### config.mk
export PLATFORM = sky130hd
export DESIGN_NAME = mlspi_engine
export DESIGN_NICKNAME = d
export VERILOG_FILES = /design/src/rtl/mlspi_pkg.sv /design/src/rtl/mlspi_clkdiv.sv /design/src/rtl/mlspi_shifter.sv /design/src/rtl/mlspi_engine.sv
export SDC_FILE = /design/constraint.sdc
export NUM_CORES = 1
export LEC_CHECK = 0
export BUFFER_PORTS_ARGS = -buffer_cell sky130_fd_sc_hd__clkbuf_2
export CAP_MARGIN = 20
export CORE_MARGIN = 10
export CORE_UTILIZATION = 55
export CTS_BUF_LIST = sky130_fd_sc_hd__clkbuf_4 sky130_fd_sc_hd__clkbuf_8
export CTS_CLUSTER_DIAMETER = 150
export DETAILED_ROUTE_END_ITERATION = 7
export HOLD_SLACK_MARGIN = 0.06
export PLACE_DENSITY = 0.81
export SLEW_MARGIN = 10
export SYNTH_ARGS = -nofsm -noshare
export SYNTH_HDL_FRONTEND = slang
export SYNTH_HIERARCHICAL = 1
export SYNTH_SLANG_ARGS = --single-unit
### constraint.sdc
create_clock -name clk -period 3.85 [get_ports clk]
set_clock_uncertainty 0.05 [all_clocks]
set_input_delay 0.385 -clock clk [delete_from_list [all_inputs] [get_ports clk]]
set_output_delay 0.385 -clock clk [all_outputs]
set_load 0.01 [all_outputs]
### src/rtl/mlspi_pkg.sv
package mlspi_pkg;
    typedef enum logic [2:0] {
        ST_IDLE,
        ST_SETUP,
        ST_HIGH,
        ST_LOW,
        ST_PLOW,
        ST_PHIGH
    } mlspi_state_t;
endpackage

### src/rtl/mlspi_clkdiv.sv
module mlspi_clkdiv #(
    parameter int DIV_W = 8
) (
    input  logic             clk,
    input  logic             rst_n,
    input  logic             run,
    input  logic [DIV_W-1:0] half,
    output logic             tick
);
    logic [DIV_W-1:0] cnt;

    assign tick = run && (cnt == half);

    always_ff @(posedge clk or negedge rst_n) begin
        if (!rst_n) begin
            cnt <= '0;
        end else if (!run || tick) begin
            cnt <= '0;
        end else begin
            cnt <= cnt + 1'b1;
        end
    end
endmodule

### src/rtl/mlspi_shifter.sv
module mlspi_shifter #(
    parameter int DW     = 16,
    parameter int LINES  = 8,
    parameter int MODE_W = 2
) (
    input  logic              clk,
    input  logic              rst_n,
    input  logic [MODE_W-1:0] mode,
    input  logic              load,
    input  logic [DW-1:0]     load_data,
    input  logic              cap_en,
    input  logic              shift_en,
    input  logic              last_en,
    input  logic [LINES-1:0]  lines_in,
    output logic [DW-1:0]     word,
    output logic [DW-1:0]     word_last,
    output logic [LINES-1:0]  tops
);
    localparam int NMODES = $clog2(LINES) + 1;

    logic [DW-1:0]                 sreg;
    logic [LINES-1:0]              hold;
    logic [NMODES-1:0][DW-1:0]     sh_hold;
    logic [NMODES-1:0][DW-1:0]     sh_pin;
    logic [NMODES-1:0][LINES-1:0]  tops_m;

    for (genvar m = 0; m < NMODES; m++) begin : g_mode
        localparam int SW = DW >> m;
        for (genvar i = 0; i < DW; i++) begin : g_bit
            if ((i % SW) == 0) begin : g_bot
                assign sh_hold[m][i] = hold[i / SW];
                assign sh_pin[m][i]  = lines_in[i / SW];
            end else begin : g_mid
                assign sh_hold[m][i] = sreg[i - 1];
                assign sh_pin[m][i]  = sreg[i - 1];
            end
        end
        for (genvar k = 0; k < LINES; k++) begin : g_top
            if (k < (1 << m)) begin : g_on
                assign tops_m[m][k] = sreg[k * SW + SW - 1];
            end else begin : g_off
                assign tops_m[m][k] = 1'b0;
            end
        end
    end

    assign word      = sreg;
    assign word_last = sh_pin[mode];
    assign tops      = tops_m[mode];

    always_ff @(posedge clk or negedge rst_n) begin
        if (!rst_n) begin
            sreg <= '0;
            hold <= '0;
        end else begin
            if (load) begin
                sreg <= load_data;
            end else if (shift_en) begin
                sreg <= sh_hold[mode];
            end else if (last_en) begin
                sreg <= sh_pin[mode];
            end
            if (cap_en) begin
                hold <= lines_in;
            end
        end
    end
endmodule

### src/rtl/mlspi_engine.sv
module mlspi_engine
    import mlspi_pkg::*;
#(
    parameter int DW     = 16,
    parameter int LINES  = 8,
    parameter int MODE_W = 2,
    parameter int DIV_W  = 8
) (
    input  logic              clk,
    input  logic              rst_n,
    input  logic              tx_wr,
    input  logic [DW-1:0]     tx_data,
    input  logic [MODE_W-1:0] lane_mode,
    input  logic              par_en,
    input  logic [DIV_W-1:0]  half_div,
    input  logic [LINES-1:0]  din_lines,
    input  logic              clr_rx,
    input  logic              clr_perr,
    output logic              sclk,
    output logic [LINES-1:0]  dout_lines,
    output logic              busy,
    output logic [DW-1:0]     rx_data,
    output logic              rx_flag,
    output logic              ovr,
    output logic              perr
);
    localparam int BL_W = $clog2(DW) + 1;

    mlspi_state_t      state, state_nx;
    logic [MODE_W-1:0] mode_q;
    logic              par_q, partx_q;
    logic [DIV_W-1:0]  half_q;
    logic [BL_W-1:0]   bits_left;
    logic              tick, last, load, cap_en, shift_en, last_en;
    logic              done_d, done_p;
    logic [DW-1:0]     word, word_last;
    logic [LINES-1:0]  tops;

    mlspi_clkdiv #(.DIV_W(DIV_W)) i_div (
        .clk  (clk),
        .rst_n(rst_n),
        .run  (busy),
        .half (half_q),
        .tick (tick)
    );

    mlspi_shifter #(.DW(DW), .LINES(LINES), .MODE_W(MODE_W)) i_shf (
        .clk      (clk),
        .rst_n    (rst_n),
        .mode     (mode_q),
        .load     (load),
        .load_data(tx_data),
        .cap_en   (cap_en),
        .shift_en (shift_en),
        .last_en  (last_en),
        .lines_in (din_lines),
        .word     (word),
        .word_last(word_last),
        .tops     (tops)
    );

    assign last = (bits_left == BL_W'(1));

    // state register
    always_ff @(posedge clk or negedge rst_n) begin
        if (!rst_n) begin
            state <= ST_IDLE;
        end else begin
            state <= state_nx;
        end
    end

    // next state
    always_comb begin
        state_nx = state;
        unique case (state)
            ST_IDLE:  if (tx_wr) state_nx = ST_SETUP;
            ST_SETUP: if (tick)  state_nx = ST_HIGH;
            ST_HIGH:  if (tick)  state_nx = !last ? ST_LOW : (par_q ? ST_PLOW : ST_IDLE);
            ST_LOW:   if (tick)  state_nx = ST_HIGH;
            ST_PLOW:  if (tick)  state_nx = ST_PHIGH;
            ST_PHIGH: if (tick)  state_nx = ST_IDLE;
            default:             state_nx = ST_IDLE;
        endcase
    end

    // outputs and datapath strobes
    always_comb begin
        sclk       = 1'b0;
        busy       = 1'b1;
        dout_lines = '0;
        load       = 1'b0;
        cap_en     = 1'b0;
        shift_en   = 1'b0;
        last_en    = 1'b0;
        done_d     = 1'b0;
        done_p     = 1'b0;
        unique case (state)
            ST_IDLE: begin
                busy = 1'b0;
                load = tx_wr;
            end
            ST_SETUP: dout_lines = tops;
            ST_HIGH: begin
                sclk       = 1'b1;
                dout_lines = tops;
                cap_en     = tick && !last;
                last_en    = tick && last;
                done_d     = tick && last && !par_q;
            end
            ST_LOW: begin
                dout_lines = tops;
                shift_en   = tick;
            end
            ST_PLOW:  dout_lines[0] = partx_q;
            ST_PHIGH: begin
                sclk          = 1'b1;
                dout_lines[0] = partx_q;
                done_p        = tick;
            end
            default: busy = 1'b0;
        endcase
    end

    // frame settings, bit counter and result flags
    always_ff @(posedge clk or negedge rst_n) begin
        if (!rst_n) begin
            mode_q    <= '0;
            par_q     <= 1'b0;
            partx_q   <= 1'b0;
            half_q    <= '0;
            bits_left <= '0;
            rx_data   <= '0;
            rx_flag   <= 1'b0;
            ovr       <= 1'b0;
            perr      <= 1'b0;
        end else begin
            if (load) begin
                mode_q    <= lane_mode;
                par_q     <= par_en;
                partx_q   <= ^tx_data;
                half_q    <= half_div;
                bits_left <= BL_W'(DW >> lane_mode);
            end else if (cap_en) begin
                bits_left <= bits_left - 1'b1;
            end

            if (done_d) begin
                rx_data <= word_last;
            end else if (done_p) begin
                rx_data <= word;
            end

            if (done_d || done_p) begin
                rx_flag <= 1'b1;
            end else if (clr_rx) begin
                rx_flag <= 1'b0;
            end

            if ((done_d || done_p) && rx_flag && !clr_rx) begin
                ovr <= 1'b1;
            end else if (clr_rx) begin
                ovr <= 1'b0;
            end

            if (done_p && ((^word) != din_lines[0])) begin
                perr <= 1'b1;
            end else if (clr_perr) begin
                perr <= 1'b0;
            end
        end
    end
endmodule

After elaboration in Yosys (flattened, before gate mapping)
Cells that the tools add are included.

$add $sub $neg: 2. Magnitude comparators: 1. Eq/ne operators: 13. Shifts and indexed selects: 1. Muxes and demuxes: 37. Reduce and logical (&&, ||, !) cells: 28.

Operators by type and width (count): $mux 16 (7); $bmux 16 s2 (2); $reduce_xor 16->1 (2); $mux 3 (7); $bmux 8 s2 (1); $mux 8 (2); $pmux 3 s5 (1); $mux 1 (13); $mux 5 (2); $reduce_bool 2->1 (5); $add 8x1->8 const B (1); $eq 8x8->1 (1); $ne 2x1->1 const B (4); $logic_and 1x1->1 (7); $mux 7 (1); $eq 3x2->1 const B (2); $eq 3x3->1 const B (2); $reduce_or 2->1 (3); $eq 5x1->1 const B (1); $reduce_and 5->1 (1); $reduce_or 5->1 (1); $shr 5x2->5 const A (1); $sub 5x1->5 const B (1); $logic_not 1->1 (4); other kinds (9) (10).

Flip-flop bits (word level): 71. Input port bits: 40. Output and inout bits: 29. Word-level logic and storage cells: 95.

Logic depth before layout (Yosys ltp)
Depth after elaboration: 11. Mapped depth: 11. Gate-level depth less buffers: 9.

Modules after synthesis
The synthesis kept the hierarchy.

Modules (own cells, without submodules): mlspi_engine (times used 1, cells each 195, area an instance 2179.6 µm², seq. area each 975.9 µm²); mlspi_shifter (times used 1, cells each 171, area an instance 1574.0 µm², seq. area each 600.6 µm²); mlspi_clkdiv (times used 1, cells each 46, area an instance 500.5 µm², seq. area each 200.2 µm²).

Least setup slack after synthesis
No wires, ideal clock.

Path kind: register to register. Start point: register half_q[7]. End point: register i_shf.hold[0]. Library setup time: 0.125 ns. Arrival time: 2.671 ns. Data required time: 3.675 ns. Slack: 1.004 ns. Stages on the path, launching flop included: 9. Clock period less this slack: 2.846 ns. Cell sequence: dfrtp_1 -> xor2_2 -> nor4_2 -> and3_1 -> inv_1 -> or3_4 -> inv_2 -> clkbuf_1 -> mux2_2.

Word-level cells in the longest chain between the ends: 4.

RTL lines: from (decl) (RTL line mlspi_engine.sv:32) `logic [DIV_W-1:0] half_q;`; from (signal assigned) (RTL line mlspi_engine.sv:142) `half_q <= half_div;`; $eq 8x8->1 (RTL line mlspi_clkdiv.sv:12) `assign tick = run && (cnt == half);`; $logic_and 1x1->1 (RTL line mlspi_clkdiv.sv:12); named net tick (RTL line mlspi_engine.sv:34) `logic tick, last, load, cap_en, shift_en, last_en;`; $logic_and 1x1->1 (RTL line mlspi_engine.sv:107) `cap_en = tick && !last;`; $mux 1 (RTL line mlspi_engine.sv:98) `unique case (state)`; named net cap_en (RTL line mlspi_engine.sv:34); to (signal assigned) (RTL line mlspi_shifter.sv:64) `hold <= lines_in;`; to (decl) (RTL line mlspi_shifter.sv:22) `logic [LINES-1:0] hold;`.

The timed path passes the listed nets, and every way through them passes these cells. A chain may end at the register's enable or synchronous reset.

Worst setup path in the final report
Start point: register i_div.cnt[5]. End point: register i_shf.sreg[4], in the netlist i_shf/word[4].

Word-level cells in the longest chain between the ends: 5. Elaborated cells between the ends (all ways): 8. Classes of those cells: eq/ne: 1; mux: 4; reduce/logical: 3.

RTL lines: from (decl) (RTL line mlspi_clkdiv.sv:10) `logic [DIV_W-1:0] cnt;`; from (signal assigned) (RTL line mlspi_clkdiv.sv:20) `cnt <= cnt + 1'b1;`; $eq 8x8->1 (*) (RTL line mlspi_clkdiv.sv:12); $logic_and 1x1->1 (*) (RTL line mlspi_clkdiv.sv:12); named net tick (RTL line mlspi_engine.sv:34); $mux 1 (*) (RTL line mlspi_engine.sv:98); named net shift_en (RTL line mlspi_engine.sv:34); $mux 16 (RTL line mlspi_shifter.sv:58) `end else if (shift_en) begin`; $mux 16 (RTL line mlspi_shifter.sv:56) `if (load) begin`; to (signal assigned) (RTL line mlspi_shifter.sv:57) `sreg <= load_data;`; to (signal assigned) (RTL line mlspi_shifter.sv:59) `sreg <= sh_hold[mode];`; to (signal assigned) (RTL line mlspi_shifter.sv:61) `sreg <= sh_pin[mode];`; to (decl) (RTL line mlspi_shifter.sv:21) `logic [DW-1:0] sreg;`.

Mark *: on every way through the listed nets, which the timed path passes. The rest lies on a longest branch.

==> reports/metrics.cfg <==
[power]
powerDensity_mw_per_mm2=690.7
p_leak_uw=0.002278
peakVddDrop_v=0.0003646

[min_path]
hold_start=clr_rx
hold_path_depth=2
min_path_type=primary input to flip-flop

[die]
fp-row-count=32
start_util=0.5592
fp.dieW_um=107.9
core_area_sq_mm=0.007607
die_h_um=107.9
dieArea_sq_mm=0.01165
top_level_ports=69

[timing]
rsz0062_at_grt=false
worst_pin_slew_ps=959.1
fin_ws_ps=871.7
fmaxAchievable_mhz=335.8
drv_slew=0
fin_crit_sh=0.7736
setup_viol=0
slew_headroom=0.3582
setup_tns_ps=0
hold_violations=0
min_period_ps=2978

[finish]
antenna_cells=0
drive_gt1_frac=0.2687
nets=508
area_growth_syn_to_layout_pct=11.91

[detailed_routing]
vias=3202
drt-total-wl_um=9670
drt_iter0_drc=217
ant_nets=0
routedWlPerCell_um=16.94
drc=0
viasPerCell=5.608
dr.pass1.iters=4

[worst_setup_path]
rr_startpoint=i_div/cnt[5]
startpoint=i_div/cnt[5]
cp-end-kind=flip-flop
required_ps=4060
crit_path_max_fanout=14
start_kind=flip-flop
crit_type=flip-flop to flip-flop
ff2ff_path_depth=10
arrival_ps=3180
reg2reg_setup_slack_ps=870

[run_status]
outcome=completed

[logic_synthesis]
synth_top_cell_area_share=0.4176
syn-num-nets=455
synth_edf_count=0
avgSynthCellArea_sq_um=10.33
synth-seq-cells=71
synth-seq-area-share=0.4176
synth_area_leader_cell=dfrtp_1
postSynthCellCount=412
synth_async_sr_flop_share=1.000
yosys-top-cells-count=dfrtp_1, nand2_1, xnor2_1
yosys_warnings=6
synth_ff_type=dfrtp_1
synth_area_sq_mm=0.004254
synth_cell_types=54
synth.most_common_cell=dfrtp_1
synth_area_leaders=dfrtp_1, xnor2_1, mux2i_1

[placement]
place_ws_ps=903.6
port_buffers=68
gp_congestion=0.8316
dpl.hpwl_um=7320

[grt]
grt_pass1_vias=3204
track_usage=0.1704
overflow=0
grt_max_degree=49
antenna_found_initial=0
grt_first_pass_wirelength_um=15950

[clock_network]
clk_latency_ps=350
cts_setup_buffers=0
cts_sinks=71
clock_tree.buffer_depth=2
path_clk_slew_ps=80
root_buffer=clkbuf_8
htree_num_levels=3
cts_tree=done
numCtsBuffers=9

[run]
cap_viol_max_count=0

flip-flops by register name (all words and copies together), names as in the netlist:
| signal | cells |
|---|---|
| half_q | 8 |
| perr | 1 |
| bits_left | 5 |
| i_div/cnt | 8 |
| mode_q | 2 |
| rx_data | 16 |
| par_q | 1 |
| i_shf/hold | 8 |
| rx_flag | 1 |
| partx_q | 1 |
| ovr | 1 |
| i_shf/word | 16 |
| state | 3 |
worst paths after layout:
kind,end
hold reg to reg,rx_data[11]
hold / removal,ovr
max in group asynchronous,mode_q[0]
setup / recovery,i_shf/word[4]
min in group asynchronous,rx_data[12]
setup reg to reg,i_shf/word[4]
per-layer routing:
layer | GRT usage | share of wire
met4 | 0.06679 | 0.013
met1 | 0.2264 | 0.44
met3 | 0.04819 | 0.084
met2 | 0.2573 | 0.46
met5 | 0 | 0
kinds of logic after synthesis:
group,synth area share
DFF,0.4176
and+or+nand+nor,0.1441
buffers and inverters,0.06264
xor gates and xnor gates,0.09941
AOI/OAI and AO/OA,0.1550
muxes,0.1124
adders and majority gates,0.008824
through the flow:
stage	cell area [sq um]	cells	total power, uW	util	hold WS, ps
6_report	4761	571	3288	0.6258	140.1
5_1_grt	4761	571	3525	0.6258	144.6
4_1_cts	4761	571	3297	0.6258	131.9
3_5_place_dp	4556	555	2686	0.5988	340.4
3_3_place_gp	4556	555	2639	0.5988	333.5
2_1_floorplan	4254	412	2419	-	39.41
worst max-delay path, stage by stage (launching register included):
cell and delay [ps]:
dfrtp_1 430, xor2_1 170, nor4_2 290, buf_4 200, and3_1 300, nand2_1 100
nor2_1 110, buf_4 220, or2_1 560, nor2_1 180, o31ai_1 270
report_power, final:
group / total [uW] / switching [uW] / internal, uW
combinational: 1320 / 605 / 711
sequential: 1370 / 402 / 964
clock: 606 / 291 / 315
placed cells by master (no fill, tap or decap), drive strengths merged, types with 3 or more instances in the layout:
master | synthesis | routed
clkbuf | 3 | 77
dfrtp | 71 | 71
nand2 | 42 | 42
xnor2 | 30 | 30
nor2 | 24 | 24
mux2i | 23 | 23
mux2 | 20 | 20
o21ai | 20 | 20
a22o | 19 | 19
a21o | 17 | 17
a21oi | 15 | 15
xor2 | 14 | 14
inv | 11 | 12
and2 | 8 | 8
nor2b | 6 | 6
nor3 | 6 | 6
and3 | 6 | 6
buf | 29 | 6
a211oi | 5 | 5
nand3 | 4 | 4
or3 | 4 | 4
a221oi | 4 | 4
nor4 | 3 | 3
ha | 3 | 3
o211ai | 3 | 3
nor4b | 3 | 3
clkinv | 0 | 3
a2111oi | 3 | 3
timing repair:
| item | 4_1_cts | 5_1_grt |
|---|---|---|
| gates resized for setup | 0 | 0 |
| hold buffers | 1 | 0 |
| hold endpoints to repair | 23 | 0 |
layout make-up:
cell class / instances / area [sq um]
Clock buffer: 10 / 137.6
Tap cell: 102 / 127.6
Inverter: 11 / 41.29
Clock inverter: 5 / 57.56
Multi-Input combinational cell: 298 / 2220
Sequential cell: 71 / 1777
Fill cell: 643 / 2846
Timing Repair Buffer: 74 / 400.4
No activity file was read; power rests on OpenSTA's default activity.
